<file path="src/rtl/irq_sense_pkg.sv">
package irq_sense_pkg;

  typedef enum logic [1:0] {
    TRIG_LOW_LEVEL  = 2'd0,
    TRIG_FALL_EDGE  = 2'd1,
    TRIG_HIGH_LEVEL = 2'd2,
    TRIG_RISE_EDGE  = 2'd3
  } trig_t;

  typedef enum logic [1:0] {
    SEL_NONE = 2'd0,
    SEL_CTRL = 2'd1,
    SEL_PEND = 2'd2,
    SEL_EN   = 2'd3
  } rdSel_t;

  typedef struct packed {
    logic   ctrlWr;
    logic   enWr;
    logic   pendClr;
    rdSel_t rdSel;
  } regStrobe_t;

endpackage

</file>
<file path="src/rtl/irq_sense_sync.sv">
module irq_sense_sync #(
  parameter int STAGES = 2
) (
  input  logic clk,
  input  logic rstN,
  input  logic d,
  output logic q
);
  logic [STAGES-1:0] chain;

  generate
    if (STAGES == 1) begin : g_single
      always_ff @(posedge clk or negedge rstN) begin
        if (!rstN) chain <= '0;
        else       chain <= d;
      end
    end else begin : g_multi
      always_ff @(posedge clk or negedge rstN) begin
        if (!rstN) chain <= '0;
        else       chain <= {chain[STAGES-2:0], d};
      end
    end
  endgenerate

  assign q = chain[STAGES-1];
endmodule

</file>
<file path="src/rtl/irq_sense_decode.sv">
module irq_sense_decode
  import irq_sense_pkg::*;
#(
  parameter int ADDR_W   = 8,
  parameter int DATA_W   = 32,
  parameter bit LAYOUT_B = 1'b0
) (
  input  logic              busWrite,
  input  logic [ADDR_W-1:0] busAddr,
  input  logic [DATA_W-1:0] busWdata,
  output regStrobe_t        strobe
);
  localparam logic [ADDR_W-1:0] CTRL_OFF = LAYOUT_B ? ADDR_W'('h0C) : ADDR_W'('h00);
  localparam logic [ADDR_W-1:0] PEND_OFF = LAYOUT_B ? ADDR_W'('h10) : ADDR_W'('h04);
  localparam logic [ADDR_W-1:0] EN_OFF   = LAYOUT_B ? ADDR_W'('h40) : ADDR_W'('h08);

  logic hitCtrl, hitPend, hitEn;
  logic unusedWdata;

  assign hitCtrl = (busAddr == CTRL_OFF);
  assign hitPend = (busAddr == PEND_OFF);
  assign hitEn   = (busAddr == EN_OFF);
  assign unusedWdata = ^busWdata[DATA_W-1:1];

  always_comb begin
    strobe.ctrlWr  = busWrite && hitCtrl;
    strobe.enWr    = busWrite && hitEn;
    strobe.pendClr = busWrite && hitPend && busWdata[0];
    if (hitCtrl)      strobe.rdSel = SEL_CTRL;
    else if (hitPend) strobe.rdSel = SEL_PEND;
    else if (hitEn)   strobe.rdSel = SEL_EN;
    else              strobe.rdSel = SEL_NONE;
  end
endmodule

</file>
<file path="src/rtl/irq_sense_datapath.sv">
module irq_sense_datapath
  import irq_sense_pkg::*;
#(
  parameter int DATA_W      = 32,
  parameter int SYNC_STAGES = 2
) (
  input  logic              clk,
  input  logic              rstN,
  input  logic              lineIn,
  input  regStrobe_t        strobe,
  input  logic [1:0]        wrBits,
  output logic [DATA_W-1:0] busRdata,
  output logic              irqOut,
  output logic [1:0]        trigQ,
  output logic              pendQ,
  output logic              enQ,
  output logic              syncQ,
  output logic              prevQ
);
  localparam int PAD_W = DATA_W - 2;

  trig_t trigReg;
  logic  eventHit;

  irq_sense_sync #(.STAGES(SYNC_STAGES)) u_sync (
    .clk (clk),
    .rstN(rstN),
    .d   (lineIn),
    .q   (syncQ)
  );

  always_ff @(posedge clk or negedge rstN) begin
    if (!rstN) prevQ <= 1'b0;
    else       prevQ <= syncQ;
  end

  always_comb begin
    unique case (trigReg)
      TRIG_LOW_LEVEL:  eventHit = !syncQ;
      TRIG_FALL_EDGE:  eventHit = prevQ && !syncQ;
      TRIG_HIGH_LEVEL: eventHit = syncQ;
      TRIG_RISE_EDGE:  eventHit = !prevQ && syncQ;
      default:         eventHit = 1'b0;
    endcase
  end

  always_ff @(posedge clk or negedge rstN) begin
    if (!rstN) begin
      trigReg <= TRIG_LOW_LEVEL;
      enQ     <= 1'b0;
      pendQ   <= 1'b0;
    end else begin
      if (strobe.ctrlWr) trigReg <= trig_t'(wrBits);
      if (strobe.enWr)   enQ     <= wrBits[0];
      if (eventHit)            pendQ <= 1'b1;
      else if (strobe.pendClr) pendQ <= 1'b0;
    end
  end

  always_comb begin
    unique case (strobe.rdSel)
      SEL_CTRL: busRdata = {{PAD_W{1'b0}}, trigReg};
      SEL_PEND: busRdata = {{(DATA_W-1){1'b0}}, pendQ};
      SEL_EN:   busRdata = {{(DATA_W-1){1'b0}}, enQ};
      default:  busRdata = '0;
    endcase
  end

  assign trigQ  = trigReg;
  assign irqOut = pendQ && enQ;
endmodule

</file>
<file path="src/rtl/irq_sense_ctrl.sv">
module irq_sense_ctrl
  import irq_sense_pkg::*;
#(
  parameter int ADDR_W      = 8,
  parameter int DATA_W      = 32,
  parameter int SYNC_STAGES = 2,
  parameter bit LAYOUT_B    = 1'b0
) (
  input  logic              clk,
  input  logic              rstN,
  input  logic [ADDR_W-1:0] busAddr,
  input  logic              busWrite,
  input  logic [DATA_W-1:0] busWdata,
  output logic [DATA_W-1:0] busRdata,
  input  logic              lineIn,
  output logic              irqOut
);
  regStrobe_t strobe;
  logic [1:0] trigQ;
  logic       pendQ, enQ, syncQ, prevQ, pendClr;

  assign pendClr = strobe.pendClr;

  irq_sense_decode #(
    .ADDR_W  (ADDR_W),
    .DATA_W  (DATA_W),
    .LAYOUT_B(LAYOUT_B)
  ) u_dec (
    .busWrite(busWrite),
    .busAddr (busAddr),
    .busWdata(busWdata),
    .strobe  (strobe)
  );

  irq_sense_datapath #(
    .DATA_W     (DATA_W),
    .SYNC_STAGES(SYNC_STAGES)
  ) u_dp (
    .clk     (clk),
    .rstN    (rstN),
    .lineIn  (lineIn),
    .strobe  (strobe),
    .wrBits  (busWdata[1:0]),
    .busRdata(busRdata),
    .irqOut  (irqOut),
    .trigQ   (trigQ),
    .pendQ   (pendQ),
    .enQ     (enQ),
    .syncQ   (syncQ),
    .prevQ   (prevQ)
  );
endmodule

</file>
<file path="config.mk">
export PLATFORM = sky130hd
export DESIGN_NAME = irq_sense_ctrl
export DESIGN_NICKNAME = d
export VERILOG_FILES = /design/src/rtl/irq_sense_pkg.sv /design/src/rtl/irq_sense_sync.sv /design/src/rtl/irq_sense_decode.sv /design/src/rtl/irq_sense_datapath.sv /design/src/rtl/irq_sense_ctrl.sv
export SDC_FILE = /design/constraint.sdc
export NUM_CORES = 1
export LEC_CHECK = 0
export BUFFER_PORTS_ARGS = -buffer_cell sky130_fd_sc_hd__buf_2
export CAP_MARGIN = 0
export CORE_ASPECT_RATIO = 1.5
export CORE_UTILIZATION = 27
export CTS_BUF_LIST = sky130_fd_sc_hd__clkbuf_4 sky130_fd_sc_hd__clkbuf_8
export DETAILED_ROUTE_END_ITERATION = 8
export GPL_TIMING_DRIVEN = 1
export PLACE_DENSITY_LB_ADDON = 0.1
export SLEW_MARGIN = 20
export SYNTH_ARGS = -nofsm -noshare
export SYNTH_HDL_FRONTEND = slang
export SYNTH_SLANG_ARGS = --single-unit
</file>
<file path="constraint.sdc">
create_clock -name clk -period 1.2 [get_ports clk]
set_input_delay 0.06 -clock clk [delete_from_list [all_inputs] [get_ports clk]]
set_output_delay 0.06 -clock clk [all_outputs]
set_load 0.03 [all_outputs]
</file>
==> results of run 1 <==
per-stage QoR:
| stage | cell area [um2] | setup WS [ns] | total power [mW] | hold slack, ns | cells |
|---|---|---|---|---|---|
| after floorplan | 681.9 | 0.2883 | 0.4794 | -0.2356 | 88 |
| after global placement | 571.8 | 0.06045 | 0.4448 | -0.09727 | 97 |
| after detailed placement | 571.8 | 0.06581 | 0.4450 | -0.09788 | 97 |
| after CTS | 639.4 | -0.03595 | 0.6981 | 0.02990 | 104 |
| after global routing | 639.4 | -0.08779 | 0.7238 | 0.05076 | 104 |
| final | 639.4 | -0.003359 | 0.6814 | 0.04310 | 104 |
per-layer routing:
layer / vias up / routed length, um / track usage / part of all wire
met4: 0 / 0 / 0.07389 / 0
met5: - / 0 / 0 / 0
met1: 174 / 262 / 0.07452 / 0.33
li1: 182 / - / - / -
met2: 22 / 474 / 0.1405 / 0.60
met3: 0 / 57 / 0.01132 / 0.072
cells by family (layout without fill, tap and decap cells):
group,count (synthesis),count (layout),synth area share
buffers and inverters,30,24,0.3930
and+or+nand+nor,12,12,0.1572
DFF,7,7,0.3057
muxes,4,4,0.07642
AOI/OAI and AO/OA,3,3,0.03056
xor gates and xnor gates,2,2,0.03057
other,1,30,0.006544
sequential cells by signal, indices dropped and copies added, names as in the netlist:
signal	count
u_dp.enQ	1
u_dp.trigQ	2
u_dp.pendQ	1
u_dp.u_sync.chain	2
u_dp.prevQ	1
how the worst max path moves through the flow:
stage                                start                        end  slack [ns]
CTS                 u_dp.pendQ$_DFFE_PN0P_                busRdata[0]       -0.04
finish              u_dp.pendQ$_DFFE_PN0P_                busRdata[0]      -0.003
floorplan                       busAddr[7]  u_dp.trigQ[0]$_DFFE_PN0P_        0.29
global route        u_dp.pendQ$_DFFE_PN0P_                busRdata[0]       -0.09
detailed placement              busAddr[7]  u_dp.trigQ[0]$_DFFE_PN0P_        0.07
global placement                busAddr[7]  u_dp.trigQ[0]$_DFFE_PN0P_        0.06
power by group:
group          switching, mW  internal (mW)  leakage, nW
logic                  0.156         0.0399        0.249
clock network         0.0833          0.149       0.0184
registers            0.00646          0.246       0.0851
total                  0.246          0.436        0.352
area by class of cell:
type | instances | share of cell area
flip-flops and latches | 7 | 0.2740
clock buffers | 4 | 0.04697
repair buffers | 20 | 0.1898
multi-input cells | 51 | 0.4462
well taps | 22 | 0.04305
synthesized netlist by cell type:
cell type and count:
a21o_1 1, a21oi_1 1, and2_1 1, and3_1 1
and3_2 1, and4b_1 1, buf_4 30, conb_1 1
dfrtp_1 7, mux2_2 3, mux2i_1 1, nand3_1 2
nand3b_1 1, nand4_1 1, nor2_1 1, nor2b_1 1
nor3_1 1, nor4_4 1, o21ai_0 1, xnor2_1 1
xor2_1 1
timing repair:
item / CTS / global route
setup buffers: 1 / 0
pin swaps: 1 / 1
endpoints found under the hold margin: 8 / 0
setup endpoints to repair: 1 / 1
hold buffers: 2 / 0
gates resized for setup: 4 / 0
==> impl_results.md, run 1 <==
* Most frequent standard cell in the layout excluding fill and tap cells: conb_1
* Commonest non-fill, non-tap cells in the layout: 30 x conb_1, 15 x buf_2, 7 x dfrtp_1
* Number of fill cells at 236
* Flip-flop and latch count after synthesis at 7
* Area growth from synthesis to layout at 11.57%
* Final worst setup slack at -0.003359 ns
* Global router's overall resource usage at 0.08092
* Total via count in the routed design at 378
* Final weighted congestion in routability-driven placement at 0.6367
* Final count of negative-setup-slack endpoints at 1
* Clk slew on worst S/H paths at 0.05 ns
* Path class of the lowest-slack min-delay path: in -> reg
* Routed wirelength normalized by instance count at 7.635 um
* GRT Residual Overflow at 0
* Static power due to leakage at 0.3523 nW
* Area of the core region at 2002 um2
* Tcrit/Tclk final at 1.003
* Synth Instances at 59
* Wire length of the first global-routing pass at 1290 um
* X dimension of the die at 39.62 um
* Critical path fanouts, max at 3
* CP bufs+invs at 1
* Height of the die at 58.43 um
* Largest net degree at the start of global routing at 8
* Ys Warns at 0
* Total clock buffers created by CTS at 3
* Crit-path leading delay family: flip-flops
* Total power density per cell area at 1066 nW/um2
* Max capacitance violation total at 0
* H-tree level count at 1
* Proportion of synthesized chip area in sequential cells at 0.3057
* RSZ-0062 raised after global routing: yes
* Number of hold violations in the final report at 0
* Highest Clock Rate at 831.0 MHz
* Critical Path Source Type: flop
* Hold path cells at 2
* Area share of the largest cell type after synthesis at 0.3930
* Worst Reg2Reg Path Length in Cells at 3
* Critical Path, Cell by Cell: mux2i_1, o21ai_1, and3_4, buf_6
* Master cell of the clock root buffer: clkbuf_4
* Drt first-iter violations at 3
* Port buffer count at 16
* Critical register-to-register path startpoint: u_dp.u_sync.chain[1]$_DFF_PN0_
* Library cells used by synthesis at 21
* Per-cell via count in the routed design at 3.635
* Result of the run: complete, but fails checks
* Worst skew pair latency at 0.25 ns
* Routed wire length at 794 um
* Worst R2R End: u_dp.pendQ$_DFFE_PN0P_
* Std-Cell Rows at 20
* Required time reported for the critical path endpoint at 1.14 ns
* Clk sink count at 7
* Share of layout cells above drive strength 1 at 0.3293
* Category of the worst setup path capture point: primary output
* Synthesized area at 573.1 um2
* Hold Startpoint: busWdata[1]
* Maximum resistive drop on vdd at 456.5 uV
* Post-Route Setup TNS at -0.003359 ns
* Initial Util at 0.2863
* First-pass detailed-route iteration total at 3
* Via count of the first global-routing pass at 335
* Number of cells on the critical path at 4
* Signal arrival time at the worst endpoint at 1.14 ns
* Die footprint at 2315 um2
* Initial antenna violation count at 0
* Number of slew-limit violations in the final report at 0
* TritonCTS clock tree: built
* Count of antenna diodes in the layout at 0
* Min cycle time layout at 1.203 ns
* Utilization after layout at 0.3194
* Remaining routing DRC violations at 0
* Routed Antenna Nets at 0
* DP Wirelength at 701.3 um
* Worst Hold Path EP: u_dp.trigQ[1]$_DFFE_PN0P_
* Maximum cell stage delay along the critical path at 0.38 ns
* Violations in the final reports: negative setup slack
* Area occupied by registers at 175.2 um2
* Maximum clock insertion buffer count at 2
* Syn Area/Cell at 9.713 um2
* NumNets Final at 127
* Cell at the slowest stage of the critical path: dfrtp_1
* Multi-input gate area at 285.3 um2
* Worst setup path category: reg -> out
* Top-Level Pins at 77
* Post-Route Skew at 0.002775 ns
* Biggest area consumer among synthesized cells: buf_4
* Biggest area contributors in the synthesized netlist: buf_4 39%, dfrtp_1 31%, mux2_2 5.9%
* Setup slack on the worst flop-to-flop path at 0.29 ns
(Power assumes the default switching activity.)
==> inputs of run 2 (changes only) <==
--- a/config.mk
+++ b/config.mk
@@ -7,9 +7,7 @@
 export LEC_CHECK = 0
 export BUFFER_PORTS_ARGS = -buffer_cell sky130_fd_sc_hd__buf_2
 export CAP_MARGIN = 0
-export CORE_ASPECT_RATIO = 1.5
-export CORE_UTILIZATION = 27
-export CTS_BUF_LIST = sky130_fd_sc_hd__clkbuf_4 sky130_fd_sc_hd__clkbuf_8
+export CORE_UTILIZATION = 30
 export DETAILED_ROUTE_END_ITERATION = 8
 export GPL_TIMING_DRIVEN = 1
 export PLACE_DENSITY_LB_ADDON = 0.1
==> run 2 against run 1 <==
  * The flow still finishes with violations (negative setup slack)
  * Highest routed layer unchanged
  * Largest power group unchanged
  * Count of clock-buffer cells in the layout is 1 lower
  * Power down 3.3%
  * Maximum frequency decreased by 0.26%
==> impl_results.md, run 2 (synthesis gave the netlist of run 1 again) <==
* Result of the run: complete, but fails checks
* Violations in the final reports: negative setup slack
* Static power due to leakage at 0.3505 nW
* Master cell of the clock root buffer: clkbuf_4
* Post-Layout Inst Area at 640.6 um2
* Path class of the lowest-slack min-delay path: in -> reg
* Commonest non-fill, non-tap cells in the layout: 30 x conb_1, 15 x buf_2, 7 x dfrtp_1
* Maximum clock insertion buffer count at 2
* Final std cells w/o fill at 107
* RSZ-0062 raised after global routing: yes
* Remaining routing DRC violations at 0
* Wire length of the first global-routing pass at 1193 um
* Number of placed instances with taps included at 99
* Count of antenna diodes in the layout at 0
* Met1 track demand over resource at 0.09780
* Setup slack on the worst flop-to-flop path at 0.30 ns
* Area of the core region at 1764 um2
* Global router's overall resource usage at 0.08388
* TritonCTS clock tree: built
* Tcrit/Tclk final at 1.005
* Worst Reg2Reg Path Length in Cells at 3
* NumNets Final at 127
* Max capacitance violation total at 0
* Busiest layer in global routing: met2
* Placed Instance Area at 568.0 um2
* Number of fill cells at 191
* Required time reported for the critical path endpoint at 1.14 ns
* Critical path fanouts, max at 2
* Category of the worst setup path capture point: primary output
* X dimension of the die at 45.71 um
* Final worst setup slack at -0.006482 ns
* DP Wirelength at 665 um
* Routed wirelength normalized by instance count at 7.411 um
* Total clock buffers created by CTS at 3
* Worst skew pair latency at 0.25 ns
* Total power density per cell area at 1029 nW/um2
* Hold path cells at 2
* Total via count in the routed design at 372
* H-tree level count at 1
* GRT Residual Overflow at 0
* Worst Hold Path EP: u_dp.trigQ[1]$_DFFE_PN0P_
* Std-Cell Rows at 15
* Via count of the first global-routing pass at 307
* Share of layout cells above drive strength 1 at 0.3293
* Clk slew on worst S/H paths at 0.05 ns
* Clk sink count at 7
* Post-Route Skew at 0.002268 ns
* Min cycle time layout at 1.206 ns
* Initial antenna violation count at 0
* Met2 demand-to-capacity share in global routing at 0.1229
* First-pass detailed-route iteration total at 4
* Top-Level Pins at 77
* Critical register-to-register path startpoint: u_dp.u_sync.chain[1]$_DFF_PN0_
* Routed wire length at 793 um
* Port buffer count at 16
* Drt first-iter violations at 5
* Most frequent standard cell in the layout excluding fill and tap cells: conb_1
* Per-cell via count in the routed design at 3.477
* Number of hold violations in the final report at 0
* Largest net degree at the start of global routing at 8
* Final count of negative-setup-slack endpoints at 1
* Worst R2R End: u_dp.pendQ$_DFFE_PN0P_
* Post-Route Setup TNS at -0.006482 ns
* Number of slew-limit violations in the final report at 0
* Highest Clock Rate at 828.9 MHz
* Routed Antenna Nets at 0
* Area growth from synthesis to layout at 11.79%
* Final weighted congestion in routability-driven placement at 0.6984
* M3 GR Usage at 0.05159
* Worst setup path category: reg -> out
* Signal arrival time at the worst endpoint at 1.15 ns
* Die footprint at 2089 um2
* Pre-CTS setup slack at 0.09621 ns
* Maximum resistive drop on vdd at 1000 uV
* Critical Path Source Type: flop
* Height of the die at 45.71 um
* Hold Startpoint: busWdata[1]
* Initial Util at 0.3248
* Utilization after layout at 0.3631
==> run 2: worst max path at each step <==
stage,from,endpoint,slack [ns],depth (start not counted)
after CTS,u_dp.pendQ$_DFFE_PN0P_,busRdata[0],-0.04,4
after detailed placement,busAddr[7],u_dp.trigQ[0]$_DFFE_PN0P_,0.1,4
after global placement,busAddr[7],u_dp.trigQ[1]$_DFFE_PN0P_,0.08,4
after floorplan,busAddr[7],u_dp.trigQ[0]$_DFFE_PN0P_,0.29,3
after global routing,u_dp.pendQ$_DFFE_PN0P_,busRdata[0],-0.09,4
final,u_dp.pendQ$_DFFE_PN0P_,busRdata[0],-0.006,4
==> run 2: repair_timing <==
item | CTS | global route
setup buffers | 2 | 0
resized for setup | 4 | 0
hold buffers | 2 | 0
hold endpoints to repair | 8 | 0
endpoints found under the setup margin | 1 | 1
==> run 2: power by group <==
group | total, mW | internal [mW] | switching (mW)
clock | 0.212 | 0.122 | 0.0903
sequential | 0.252 | 0.246 | 0.00617
combinational | 0.195 | 0.0385 | 0.156
total | 0.659 | 0.407 | 0.253
==> run 2: critical path, cell delays in order (launching register included) <==
cell and delay (ns):
dfrtp_1 0.38, mux2i_1 0.15, o21ai_1 0.07, and3_4 0.17, buf_6 0.13
==> run 2: through the flow <==
step / total power, mW / hold slack, ns
global placement: 0.4417 / -0.09842
detailed placement: 0.4426 / -0.09869
global route: 0.7058 / 0.02680
floorplan: 0.4794 / -0.2356
finish: 0.6593 / 0.03935
CTS: 0.6731 / 0.02631
==> run 2: final cells by class <==
class                   instances  area (um2)  area share
clock buffers                   3       22.52     0.03516
multi-input cells              51       285.3      0.4453
repair buffers                 20       121.4      0.1895
flip-flops and latches          7       175.2      0.2734
well taps                      25       31.28     0.04883
clock inverters                 1       5.005    0.007813
==> run 2: per-layer routing <==
layer,part of all wire,up-vias
met2,0.48,25
li1,-,184
met5,0,-
met4,0,0
met1,0.43,163
met3,0.081,0
==> inputs of run 3 (changes only) <==
--- a/config.mk
+++ b/config.mk
@@ -6,11 +6,12 @@
 export NUM_CORES = 1
 export LEC_CHECK = 0
 export BUFFER_PORTS_ARGS = -buffer_cell sky130_fd_sc_hd__buf_2
-export CAP_MARGIN = 0
+export CAP_MARGIN = 25
 export CORE_UTILIZATION = 30
 export DETAILED_ROUTE_END_ITERATION = 8
 export GPL_TIMING_DRIVEN = 1
 export PLACE_DENSITY_LB_ADDON = 0.1
+export RECOVER_POWER = 100
 export SLEW_MARGIN = 20
 export SYNTH_ARGS = -nofsm -noshare
 export SYNTH_HDL_FRONTEND = slang
==> run 3 against run 2 <==
  * The run still ends with negative setup slack left
  * Count of clock-buffer cells in the layout did not move
  * Design area down 0.39%
  * Power is 0.17% lower
  * Global-route usage did not move
  * Combinational power about the same
  * Critical path depth stayed put
  * Via count unchanged
  * Clock skew about the same
==> impl_results.md, run 3 (synthesis gave the netlist of run 1 again) <==
* Result of the run: complete, but fails checks
* Violations in the final reports: negative setup slack
* Routed wire length at 790 um
* RSZ-0062 raised after global routing: yes
* Final count of negative-setup-slack endpoints at 1
* Drt first-iter violations at 5
* Initial antenna violation count at 0
* Number of fill cells at 191
* Category of the worst setup path capture point: primary output
* Largest net degree at the start of global routing at 8
* Master cell of the clock root buffer: clkbuf_4
* Height of the die at 45.71 um
* Setup slack on the worst flop-to-flop path at 0.30 ns
* Number of placed instances with taps included at 99
* Post-Layout Inst Area at 638.1 um2
* Static power due to leakage at 0.3435 nW
* Routed wirelength normalized by instance count at 7.383 um
* First-pass detailed-route iteration total at 4
* Path class of the lowest-slack min-delay path: in -> reg
* Per-cell via count in the routed design at 3.477
* Final std cells w/o fill at 107
* Maximum resistive drop on vdd at 1018 uV
* Wire length of the first global-routing pass at 1193 um
* Most frequent standard cell in the layout excluding fill and tap cells: conb_1
* Area growth from synthesis to layout at 11.35%
* Max capacitance violation total at 0
* Worst R2R End: u_dp.pendQ$_DFFE_PN0P_
* GRT Residual Overflow at 0
* Die footprint at 2089 um2
* Launch point of the worst path: u_dp.pendQ$_DFFE_PN0P_
* Total clock buffers created by CTS at 3
* Signal arrival time at the worst endpoint at 1.15 ns
* DP Wirelength at 665 um
* Clk slew on worst S/H paths at 0.05 ns
* Maximum clock insertion buffer count at 2
* Initial Util at 0.3248
* Critical Path Source Type: flop
* Via count of the first global-routing pass at 307
* Hold Startpoint: busWdata[1]
* Remaining routing DRC violations at 0
* Share of layout cells above drive strength 1 at 0.3049
* Total via count in the routed design at 372
* Critical path fanouts, max at 2
* Port buffer count at 16
* Pre-CTS setup slack at 0.09621 ns
* NumNets Final at 127
* Worst Reg2Reg Path Length in Cells at 3
* Capturing element of the worst setup path: busRdata[0]
* Number of hold violations in the final report at 0
* Maximum cell stage delay along the critical path at 0.38 ns
* Area of the core region at 1764 um2
* Worst setup path category: reg -> out
* Final worst setup slack at -0.006436 ns
* Post-Route Skew at 0.002244 ns
* Cell at the slowest stage of the critical path: dfrtp_1
* H-tree level count at 1
* TritonCTS clock tree: built
* Global router's overall resource usage at 0.08388
* Min cycle time layout at 1.206 ns
* Final weighted congestion in routability-driven placement at 0.6984
* Highest Clock Rate at 828.9 MHz
* Top-Level Pins at 77
* Std-Cell Rows at 15
* Total power density per cell area at 1031 nW/um2
* Commonest non-fill, non-tap cells in the layout: 30 x conb_1, 12 x buf_2, 7 x dfrtp_1
* Clk sink count at 7
* Routed Antenna Nets at 0
* Required time reported for the critical path endpoint at 1.14 ns
* Count of antenna diodes in the layout at 0
* Worst skew pair latency at 0.25 ns
* Placed Instance Area at 568.0 um2
* Number of slew-limit violations in the final report at 0
* Tcrit/Tclk final at 1.005
* Critical register-to-register path startpoint: u_dp.u_sync.chain[1]$_DFF_PN0_
* X dimension of the die at 45.71 um
* Critical Path, Cell by Cell: mux2i_1, o21ai_1, and3_4, buf_6
==> run 3: changes by cell type in the layout (fill, tap and decap cells not counted) <==
cell,change
buf_4,-1
clkbuf_4,+1
clkbuf_1,+2
buf_2,-3
clkbuf_2,+1
==> run 3: critical path: cells and delay by family, from the launching register on <==
family,cells,cell delay [ns]
buffers and inverters,1,0.13
and+or+nand+nor,1,0.17
DFF,1,0.38
muxes,1,0.15
AOI/OAI and AO/OA,1,0.07
==> run 3: report_power, final <==
part	total [mW]	switching [mW]	internal, mW	leakage [nW]
combinational	0.194	0.156	0.0374	0.241
sequential	0.252	0.00613	0.246	0.0851
clock	0.212	0.0903	0.122	0.0177
==> run 3: what timing repair did <==
action / 4_1_cts / 5_1_grt
endpoints found under the hold margin: 8 / 0
setup endpoints to repair: 1 / 1
buffers inserted: 2 / 0
hold buffers: 2 / 0
gates resized for setup: 4 / 0
==> run 3: how the worst min path moves through the flow <==
stage	endpoint	slack, ns	cells past startpoint
final	u_dp.trigQ[1]$_DFFE_PN0P_	0.04	2
after global routing	u_dp.trigQ[1]$_DFFE_PN0P_	0.03	2
after CTS	u_dp.trigQ[1]$_DFFE_PN0P_	0.03	2
after detailed placement	u_dp.trigQ[1]$_DFFE_PN0P_	-0.1	1
after global placement	u_dp.trigQ[1]$_DFFE_PN0P_	-0.1	1
after floorplan	u_dp.enQ$_DFFE_PN0P_	-0.24	0
==> run 3: per-stage QoR <==
step	utilization	hold WS, ns	power [mW]	TNS [ns]
after floorplan	-	-0.2356	0.4794	0
after global placement	0.3220	-0.09842	0.4417	0
after detailed placement	0.3220	-0.09869	0.4426	0
after CTS	0.3631	0.02631	0.6731	-0.03576
after global routing	0.3617	0.02680	0.7046	-0.09066
final	0.3617	0.03913	0.6581	-0.006436
==> run 3: final cells by class <==
type / instances / area, um2 / share of cell area
multi-input cells: 51 / 285.3 / 0.4471
flip-flops and latches: 7 / 175.2 / 0.2745
repair buffers: 20 / 118.9 / 0.1863
well taps: 25 / 31.28 / 0.04902
clock buffers: 3 / 22.52 / 0.03529
clock inverters: 1 / 5.005 / 0.007843
==> run 3: routing by layer <==
metal / wire [um] / up-vias / GRT usage
li1: - / 184 / -
met1: 342 / 163 / 0.09780
met2: 383 / 25 / 0.1229
met3: 64 / 0 / 0.05159
met4: 0 / 0 / 0.03529
met5: 0 / - / 0
